[src/rtl/hpp_pkg.sv]
package hpp_pkg;
  localparam int ADDR_W  = 3;
  localparam int BYTE_W  = 8;
  localparam int WORD_W  = 24;
  localparam int VEC_W   = 7;
  localparam int CTL_W   = 3;

  localparam logic [ADDR_W-1:0] A_CTL  = 3'd0;
  localparam logic [ADDR_W-1:0] A_STAT = 3'd1;
  localparam logic [ADDR_W-1:0] A_CMD  = 3'd2;
  localparam logic [ADDR_W-1:0] A_IVEC = 3'd3;
  localparam logic [ADDR_W-1:0] A_RSV  = 3'd4;
  localparam logic [ADDR_W-1:0] A_DLO  = 3'd7;

  localparam int C_RXEN  = 0;
  localparam int C_TXEN  = 1;
  localparam int C_SPLIT = 2;

  // address of data byte idx (0 = least significant)
  function automatic logic [ADDR_W-1:0] data_addr(input int idx);
    return ADDR_W'(int'(A_DLO) - idx);
  endfunction

  function automatic logic is_data_addr(input logic [ADDR_W-1:0] a, input int nbytes);
    return int'(a) > int'(A_DLO) - nbytes;
  endfunction

  // {request, acknowledge} pin values from control, flags and strobe ack
  function automatic logic [1:0] hs_pins(input logic [CTL_W-1:0] ctl, input logic rxf,
                                         input logic txe, input logic strobe_ack);
    logic rx_r, tx_r;
    rx_r = rxf & ctl[C_RXEN];
    tx_r = txe & ctl[C_TXEN];
    if (ctl[C_SPLIT]) return {tx_r, rx_r};
    return {rx_r | tx_r, strobe_ack};
  endfunction

  function automatic logic [BYTE_W-1:0] stat_byte(input logic rxf, input logic txe);
    return {{(BYTE_W-2){1'b0}}, txe, rxf};
  endfunction
endpackage

[src/rtl/hpp_strobe.sv]
module hpp_strobe
  import hpp_pkg::*;
(
  input  logic              clk,
  input  logic              rst_n,
  input  logic              stop_i,
  input  logic              h_cs,
  input  logic              h_rd,
  input  logic              h_wr,
  input  logic [ADDR_W-1:0] h_addr,
  output logic              wr_pulse,
  output logic              rd_active,
  output logic              rd_end,
  output logic [ADDR_W-1:0] rd_end_addr,
  output logic              strobe_ack
);
  logic rd_g, wr_g, rd_q, wr_q;
  logic [ADDR_W-1:0] rd_addr_q;

  assign rd_g = h_cs & h_rd & ~stop_i;
  assign wr_g = h_cs & h_wr & ~stop_i;

  assign wr_pulse    = wr_g & ~wr_q;
  assign rd_active   = rd_g;
  assign rd_end      = ~rd_g & rd_q;
  assign rd_end_addr = rd_addr_q;
  assign strobe_ack  = rd_q | wr_q;

  always_ff @(posedge clk) begin
    if (!rst_n) begin
      rd_q      <= 1'b0;
      wr_q      <= 1'b0;
      rd_addr_q <= '0;
    end else begin
      rd_q <= rd_g;
      wr_q <= wr_g;
      if (rd_g && !rd_q) rd_addr_q <= h_addr;
    end
  end
endmodule

[src/rtl/hpp_xfer.sv]
module hpp_xfer
  import hpp_pkg::*;
#(
  parameter int W = WORD_W
) (
  input  logic              clk,
  input  logic              rst_n,
  input  logic              wr_pulse,
  input  logic [ADDR_W-1:0] wr_addr,
  input  logic [BYTE_W-1:0] wr_data,
  input  logic              rd_end,
  input  logic [ADDR_W-1:0] rd_end_addr,
  output logic [W-1:0]      tx_word,
  output logic              tx_valid,
  input  logic              tx_ready,
  input  logic [W-1:0]      rx_word,
  input  logic              rx_valid,
  output logic              rx_ready,
  output logic [W-1:0]      rx_hold,
  output logic              rx_full,
  output logic              tx_empty
);
  localparam int NB = W / BYTE_W;

  logic [BYTE_W-1:0] stage_q [1:NB-1];
  logic [W-1:0]      tx_q, rx_q;
  logic              tx_v, rx_f;
  logic              data_wr, pop;

  assign data_wr  = wr_pulse & ~tx_v & is_data_addr(wr_addr, NB);
  assign pop      = rd_end & (rd_end_addr == A_DLO) & rx_f;
  assign tx_word  = tx_q;
  assign tx_valid = tx_v;
  assign tx_empty = ~tx_v;
  assign rx_ready = ~rx_f;
  assign rx_full  = rx_f;
  assign rx_hold  = rx_q;

  always_ff @(posedge clk) begin
    if (!rst_n) begin
      for (int i = 1; i < NB; i++) stage_q[i] <= '0;
      tx_q <= '0;
      tx_v <= 1'b0;
    end else begin
      if (tx_v && tx_ready) tx_v <= 1'b0;
      if (data_wr) begin
        for (int i = 1; i < NB; i++)
          if (wr_addr == data_addr(i)) stage_q[i] <= wr_data;
        if (wr_addr == A_DLO) begin
          for (int i = 1; i < NB; i++) tx_q[BYTE_W*i +: BYTE_W] <= stage_q[i];
          tx_q[BYTE_W-1:0] <= wr_data;
          tx_v <= 1'b1;
        end
      end
    end
  end

  always_ff @(posedge clk) begin
    if (!rst_n) begin
      rx_q <= '0;
      rx_f <= 1'b0;
    end else if (rx_valid && !rx_f) begin
      rx_q <= rx_word;
      rx_f <= 1'b1;
    end else if (pop) begin
      rx_f <= 1'b0;
    end
  end
endmodule

[src/rtl/hpp_cmd.sv]
module hpp_cmd
  import hpp_pkg::*;
#(
  parameter int VW = VEC_W
) (
  input  logic              clk,
  input  logic              rst_n,
  input  logic              wr_pulse,
  input  logic [ADDR_W-1:0] wr_addr,
  input  logic [BYTE_W-1:0] wr_data,
  input  logic              irq_ack,
  output logic              irq_req,
  output logic [VW-1:0]     irq_vec
);
  logic          pend_q;
  logic [VW-1:0] vec_q;
  logic          cmd_wr;

  assign cmd_wr  = wr_pulse & (wr_addr == A_CMD) & ~pend_q;
  assign irq_req = pend_q;
  assign irq_vec = vec_q;

  always_ff @(posedge clk) begin
    if (!rst_n) begin
      pend_q <= 1'b0;
      vec_q  <= '0;
    end else if (cmd_wr) begin
      vec_q  <= wr_data[VW-1:0];
      pend_q <= wr_data[BYTE_W-1];
    end else if (pend_q && irq_ack) begin
      pend_q <= 1'b0;
    end
  end
endmodule

[src/rtl/hpp_port.sv]
module hpp_port
  import hpp_pkg::*;
#(
  parameter int W  = WORD_W,
  parameter int VW = VEC_W
) (
  input  logic              clk,
  input  logic              rst_n,
  input  logic              stop_i,
  input  logic              h_cs,
  input  logic              h_rd,
  input  logic              h_wr,
  input  logic [ADDR_W-1:0] h_addr,
  input  logic [BYTE_W-1:0] h_din,
  output logic [BYTE_W-1:0] h_dout,
  output logic              h_doe,
  output logic              h_req,
  output logic              h_ack,
  output logic [W-1:0]      tx_word,
  output logic              tx_valid,
  input  logic              tx_ready,
  input  logic [W-1:0]      rx_word,
  input  logic              rx_valid,
  output logic              rx_ready,
  output logic              irq_req,
  output logic [VW-1:0]     irq_vec,
  input  logic              irq_ack
);
  logic              wr_pulse, rd_active, rd_end, strobe_ack;
  logic [ADDR_W-1:0] rd_end_addr;
  logic [W-1:0]      rx_hold;
  logic              rx_full, tx_empty;
  logic [CTL_W-1:0]  ctl_q;
  logic [BYTE_W-1:0] ivec_q, rd_mux;
  logic [1:0]        hs;

  hpp_strobe u_strobe (
    .clk, .rst_n, .stop_i, .h_cs, .h_rd, .h_wr, .h_addr,
    .wr_pulse, .rd_active, .rd_end, .rd_end_addr, .strobe_ack
  );

  hpp_xfer #(.W(W)) u_xfer (
    .clk, .rst_n, .wr_pulse, .wr_addr(h_addr), .wr_data(h_din),
    .rd_end, .rd_end_addr, .tx_word, .tx_valid, .tx_ready,
    .rx_word, .rx_valid, .rx_ready, .rx_hold, .rx_full, .tx_empty
  );

  hpp_cmd #(.VW(VW)) u_cmd (
    .clk, .rst_n, .wr_pulse, .wr_addr(h_addr), .wr_data(h_din),
    .irq_ack, .irq_req, .irq_vec
  );

  always_ff @(posedge clk) begin
    if (!rst_n) begin
      ctl_q  <= '0;
      ivec_q <= '0;
    end else if (wr_pulse) begin
      if (h_addr == A_CTL)  ctl_q  <= h_din[CTL_W-1:0];
      if (h_addr == A_IVEC) ivec_q <= h_din;
    end
  end

  always_comb begin
    rd_mux = '0;
    if (is_data_addr(h_addr, W / BYTE_W))
      rd_mux = BYTE_W'(rx_hold >> (BYTE_W * (int'(A_DLO) - int'(h_addr))));
    else begin
      case (h_addr)
        A_CTL:   rd_mux = {{(BYTE_W-CTL_W){1'b0}}, ctl_q};
        A_STAT:  rd_mux = stat_byte(rx_full, tx_empty);
        A_CMD:   rd_mux = {irq_req, irq_vec};
        A_IVEC:  rd_mux = ivec_q;
        default: rd_mux = '0;
      endcase
    end
  end

  assign hs     = hs_pins(ctl_q, rx_full, tx_empty, strobe_ack);
  assign h_doe  = rd_active;
  assign h_dout = rd_active ? rd_mux : '0;
  assign h_req  = hs[1] & ~stop_i;
  assign h_ack  = hs[0] & ~stop_i;
endmodule

[config.mk]
export PLATFORM = sky130hd
export DESIGN_NAME = hpp_port
export DESIGN_NICKNAME = d
export VERILOG_FILES = /design/src/rtl/hpp_pkg.sv /design/src/rtl/hpp_strobe.sv /design/src/rtl/hpp_xfer.sv /design/src/rtl/hpp_cmd.sv /design/src/rtl/hpp_port.sv
export SDC_FILE = /design/constraint.sdc
export NUM_CORES = 1
export LEC_CHECK = 0
export BUFFER_PORTS_ARGS = -buffer_cell sky130_fd_sc_hd__buf_2
export CAP_MARGIN = 20
export CORE_MARGIN = 2
export CORE_UTILIZATION = 50
export CTS_CLUSTER_DIAMETER = 150
export CTS_CLUSTER_SIZE = 30
export DETAILED_ROUTE_END_ITERATION = 6
export GPL_TIMING_DRIVEN = 0
export PLACE_DENSITY_LB_ADDON = 0.1
export SETUP_SLACK_MARGIN = 0.02
export SKIP_LAST_GASP = 1
export SLEW_MARGIN = 0
export SYNTH_ARGS = -nofsm -noshare
export SYNTH_HDL_FRONTEND = slang
export SYNTH_SLANG_ARGS = --single-unit
[constraint.sdc]
create_clock -name clk -period 4 [get_ports clk]
set_input_delay 0.8 -clock clk [delete_from_list [all_inputs] [get_ports clk]]
set_output_delay 0.8 -clock clk [all_outputs]
set_load 0.005 [all_outputs]
== After elaboration in Yosys (flattened, before gate mapping) ==
Memories as Yosys holds them, arrays and structs flattened. A register that Yosys moved wholly into a read port is not among the register bits.
Cells that the tools add are included.

* Register bits after elaboration: 74
* Latch bits: 0
* Bits in writable memories: 16
* Bits in read-only memories: 0
* Bits of input ports: 44
* Output and inout port bits: 45
* Logic and storage cells: 86
* Memories kept: 1

{| class="wikitable"
|+ Memories
! name !! words !! bits a word !! read ports !! clocked after Yosys merged registers in !! wr ports !! RTL line !! source
|-
| u_xfer.stage_q || 2 || 8 || 2 || 2 || 2 || hpp_xfer.sv:25 || <nowiki>logic [BYTE_W-1:0] stage_q [1:NB-1];</nowiki>
|}

* Add/subtract/negate cells: 1
* $mul: 0
* Div/mod/pow operators: 0
* Magnitude comparators: 1
* Equal/unequal tests: 7
* Shifts and indexed selects: 1
* Muxes and demuxes: 24
* Bitwise logic cells: 26
* Reductions and logical operators: 14

{| class="wikitable"
|+ Operators with widths
! kind !! count
|-
| 8-bit 2-to-1 mux || 4
|-
| 8-bit one-hot mux with 4 select lines || 1
|-
| 24-bit by 32-bit right shift with 8-bit output || 1
|-
| 1-bit 2-to-1 mux || 17
|-
| 1-bit bitwise AND || 16
|-
| 3-bit == test (second input constant) || 4
|-
| 3-bit by 2-bit == test with 1-bit output (second input constant) || 2
|-
| 1-bit inverter || 6
|-
| 2-bit AND reduction || 3
|-
| 1-bit logical AND || 4
|-
| 1-bit logical NOT || 4
|-
| 2-bit 2-to-1 mux || 2
|-
| 1-bit bitwise OR || 4
|-
| 2-bit nonzero test || 2
|-
| 3-bit by 3-bit subtractor with 4-bit output (first input constant) || 1
|-
| 3-bit by 1-bit == test with 1-bit output (second input constant) || 1
|-
| 3-bit greater-than comparator (second input constant) || 1
|-
| 3-bit logical NOT || 1
|}

== Logic depth before layout (Yosys ltp) ==
* Word-level depth: 9
* Depth in mapped cells: 5
* Depth with buffers taken out: 3

== By module ==
A second synthesis with hierarchy kept.

* Cells, all modules: 415
* Area total of the unflattened synthesis: 3,967.6 µm²

{| class="wikitable"
|+ Modules (own cells, without submodules)
! module !! instances !! cells each !! area each (µm²) !! sequential area each (µm²)
|-
| hpp_xfer || 1 || 261 || 2,511.2 || 1,481.4
|-
| hpp_port || 1 || 98 || 907.1 || 220.2
|-
| hpp_cmd || 1 || 34 || 330.3 || 160.2
|-
| hpp_strobe || 1 || 22 || 219.0 || 100.1
|}

== Least setup slack after synthesis ==
OpenSTA, ideal clock, no wires.

* Path type: in2out
* From: input h_addr[1]
* To: output h_dout[2]
* Data arrival time: 1,687 ps
* Required time: 3,200 ps
* Path slack: 1,513 ps
* Stages on the path: 4
* Buffers on the path: 1
* Cell sequence: buf_6 -> mux2_2 -> a221o_1 -> and3_1

* Word-level cells in the longest chain between the ends: 4
* Elaborated cells on any way between the ends: 10
* Those cells by class: add/sub (1); order compare (1); eq/ne (3); shift (1); mux (3); reduce/logical (1)

{| class="wikitable"
|+ Ends and longest elaborated chain
! what !! RTL line !! source
|-
| start, declared || hpp_port.sv:13 || <nowiki>input logic [ADDR_W-1:0] h_addr,</nowiki>
|-
| 3-bit by 3-bit subtractor with 4-bit output, or another cell as far along || hpp_port.sv:66 || <nowiki>rd_mux = BYTE_W'(rx_hold >> (BYTE_W * (int'(A_DLO) - int'(h_addr))));</nowiki>
|-
| 24-bit by 32-bit right shift with 8-bit output / 8-bit one-hot mux with 4 select lines (equally long branches) || hpp_port.sv:66, hpp_port.sv:68 ||
|-
| 8-bit 2-to-1 mux (*) || hpp_port.sv:65 || <nowiki>if (is_data_addr(h_addr, W / BYTE_W))</nowiki>
|-
| 8-bit 2-to-1 mux (*) || hpp_port.sv:80 || <nowiki>assign h_dout = rd_active ? rd_mux : '0;</nowiki>
|-
| end, declared || hpp_port.sv:15 || <nowiki>output logic [BYTE_W-1:0] h_dout,</nowiki>
|}

Mark *: on every way between the ends. The rest lies on a longest branch, timed or not.

== Final worst setup path ==
* From: input stop_i
* To: output h_dout[7]

* Word-level cells in the longest chain between the ends: 3

{| class="wikitable"
|+ Ends and longest elaborated chain
! what !! RTL line !! source
|-
| start, declared || hpp_port.sv:9 || <nowiki>input logic stop_i,</nowiki>
|-
| 1-bit inverter || hpp_strobe.sv:20 || <nowiki>assign rd_g = h_cs & h_rd & ~stop_i;</nowiki>
|-
| 1-bit bitwise AND || hpp_strobe.sv:20 ||
|-
| 8-bit 2-to-1 mux || hpp_port.sv:80 ||
|}

Every way passes these cells.

==> impl_results.md <==
* Status: finished, final reports clean
* Root buffer cell: clkbuf_8
* Rows at 32
* Critical path type: in2out
* Num CTS Buffers at 9
* Critical-path cell list: buf_2 > and3b_1 > clkbuf_1 > nand2_1 > o22ai_1 > buf_2
* Path category of the worst min-delay check: reg2reg
* Sink count of the clock tree at 90
* Crit path DAT at between 2000 and 2500 ps
* Worst Path Required at between 3000 and 4000 ps
* Final WL at between 9 and 10 mm
* PortBufs at 86
* DP HPWL at 6.77 mm
* Initial antenna violation count at 0
* Ys async rst share at 0%
* Reg-to-reg endpoint: u_xfer.rx_hold[15]
* Crit path buffers/inverters at 3
* Power Internal at 1.36 mW
* Ratio of cells with drive above 1 in the final layout at roughly a quarter
* Post-CTS setup repair buffer count at 0
* Yosys warnings at 0
* Die W at 92.5 um
* Slew margin rel. at 60.5%
* Hold path start: u_strobe.rd_end_addr[0]
* Final Hold Viols at 0
* Clock power share at between 30% and 40%
* Reg2Reg Setup Slack at 2440 ps
* PD cells at 380 nW/um2
* CP Max Fanout at 8
* Antenna diodes at 0
* Pre-antenna DRT Iters at 4
* Cell depth of the worst min-delay path at 1
* Cts repair resizes at 0
* Avg WL per Cell at around 15 um
* Final period util at 70.8%
* First-pass GRT wire length at 14.8 mm
* Post-Route Skew at 11.7 ps
* CTS tree: done
* Clock Latency Late Sink at 360 ps
* Yosys reg bits at 90
* Hold EP: u_xfer.rx_full
* Gr usage total at 22.2%
* Worst-margin pin slew at ~600 ps
* Slew Viols, Final at 0
* Placer congestion estimate at 0.795
* CP peak stage delay at roughly 300 ps
* Top Ports at 89
* Number of setup violations in the final report at 0
* Seq/Total Area, Yosys at 50.1%
* Core area at 7650 um2
* DRT antenna net count at 0
* FMAX at 353 MHz
* Post-synth net total at around 440
* Setup crit end kind: primary output
* Chip height at a little over 90 um
* Hold Buf Count CTS at 0
* CP startpoint kind: primary input
* Clock slew at reported path FFs at 90 ps
* Post-synthesis cell type count at 41
* Pleak at between 2 and 2.5 nW
* Avg Inst Size Synth at around 9.8 um2
* Max IR drop VDD at approximately 210 uV
* Number of remaining DRC errors at 0
* FF-to-FF path depth at 5
* Die area at roughly 8600 um2
* Post-Syn Area at 3910 um2
* Crit path time final at 2830 ps
* Post-route cell area at 4690 um2
* Main flop type after synthesis: dfxtp_1
* EDFF count, synth at 16
* Initial detailed-routing violation count at 109
* Combinational share of power at 8.2%
* Sw frac at a little under a quarter
* Vias at 3061
* Critical Path Stages at 6
* Slowest CP cell: clkbuf_1
* Total gr overflow at 0
* Synthesized instance count at 398
* CP dominant cell by count: buf_2
* Largest net degree at the start of global routing at 17
* Reg2reg start: u_xfer.rx_full
* Sequential cell fraction of total power at 53.5%
* Vias in the first global route at 3046
* Delay-heaviest family, CP: buffers and inverters
* Vias per cell at 5.08
* Worst-case clock buffer depth at 2
* # H-tree levels at 3
* Max cap viols at 0
* RSZ-0062 raised after global routing: false
* Psw at 426 uW
* Nets@finish at 539
* Placed cell areas at 4470 um2
* Area grow syn2layout at 19.9%
* Final Util at approximately three fifths
* Starting Density at 51.2%
* Setup TNS at 0 ps
per-layer routing:
| metal | up-vias | global-route usage [%] | wire, um |
|---|---|---|---|
| met5 | - | 0 | 0 |
| met4 | 0 | 8.21 | 112 |
| met3 | 11 | 3.50 | 419 |
| met2 | 76 | 35.9 | 4230 |
| met1 | 1423 | 30.2 | 4380 |
| li1 | 1551 | - | - |
synthesized netlist by cell type, types with 2 or more instances:
cell type / count / area, um2
o21ai_0: 2 / 10.0
mux2_2: 8 / 90.1
and2_1: 18 / 113
edfxtp_1: 16 / 480
nand3_1: 2 / 10.0
and2b_1: 2 / 15.0
a22oi_1: 5 / 37.5
dfxtp_1: 74 / 1480
clkbuf_1: 15 / 56.3
buf_6: 3 / 33.8
inv_1: 3 / 11.3
nand3_2: 2 / 20.0
nor2b_1: 6 / 37.5
nor3b_1: 2 / 15.0
mux4_2: 2 / 45.0
nand2b_1: 2 / 12.5
and3b_1: 2 / 17.5
and4_1: 2 / 17.5
buf_4: 4 / 30.0
buf_2: 6 / 30.0
a221o_1: 2 / 20.0
o22ai_1: 6 / 37.5
mux2i_1: 51 / 510
a21boi_0: 24 / 180
nand2_1: 120 / 450
nor2_1: 4 / 15.0
per-stage QoR:
step / instances / setup slack (ps) / hold WS (ps) / power (mW)
3_3_place_gp: 586 / 1190 / 419 / 1.12
3_5_place_dp: 586 / 1170 / 424 / 1.12
6_report: 602 / 1170 / 432 / 1.78
4_1_cts: 602 / 1160 / 436 / 1.79
2_1_floorplan: 398 / 1510 / 405 / 1.06
5_1_grt: 602 / 1100 / 459 / 1.84
sequential cells by signal (all words and copies together) (netlist names), 3 cells and up:
signal and flops:
u_xfer.tx_word 24, ivec_q 8, ctl_q 3, u_strobe.rd_end_addr 3, u_xfer.stage_q 16, u_cmd.irq_vec 7
u_xfer.rx_hold 24
cells by family after synthesis:
family / after synthesis / synth area share (%)
AO/OA/AOI/OAI: 46 / 8.66
buffers and inverters: 31 / 4.12
flip-flops: 90 / 50.1
multiplexers: 61 / 16.5
AND/OR/NAND/NOR: 170 / 20.6
final cells by class:
| class | count | area (um2) |
|---|---|---|
| timing repair buffer | 86 | 430 |
| inverter | 3 | 11.3 |
| multi-input combinational | 277 | 1790 |
| clock buffer | 10 | 128 |
| tap | 102 | 128 |
| fill | 693 | 2960 |
| buffer | 28 | 150 |
| sequential | 90 | 1960 |
| clock inverter | 6 | 92.6 |
cell usage in the layout, fill, tap and decap left out, types with 6 or more instances in the layout:
cell type and instances:
nor2b_1 6, a21boi_0 24, o22ai_1 6, and2_1 18
mux2_2 8, clkbuf_1 16, mux2i_1 51, nand2_1 120
edfxtp_1 16, clkbuf_8 9, buf_2 92, dfxtp_1 74
power by group through the flow:
stage | Sequential [mW] | Combinational [mW] | Clock [mW]
2_1_floorplan | 0.973 | 0.0905 | 0
3_3_place_gp | 0.976 | 0.144 | 0
3_5_place_dp | 0.976 | 0.147 | 0
4_1_cts | 0.955 | 0.148 | 0.686
5_1_grt | 0.958 | 0.162 | 0.724
6_report | 0.955 | 0.147 | 0.683
how the worst max path moves through the flow:
stage,start,to
floorplan,h_addr[1],h_dout[2]
global route,stop_i,h_dout[7]
CTS,stop_i,h_dout[7]
detailed placement,stop_i,h_dout[7]
finish,stop_i,h_dout[7]
global placement,stop_i,h_dout[7]
No activity file was read; power rests on OpenSTA's default activity.
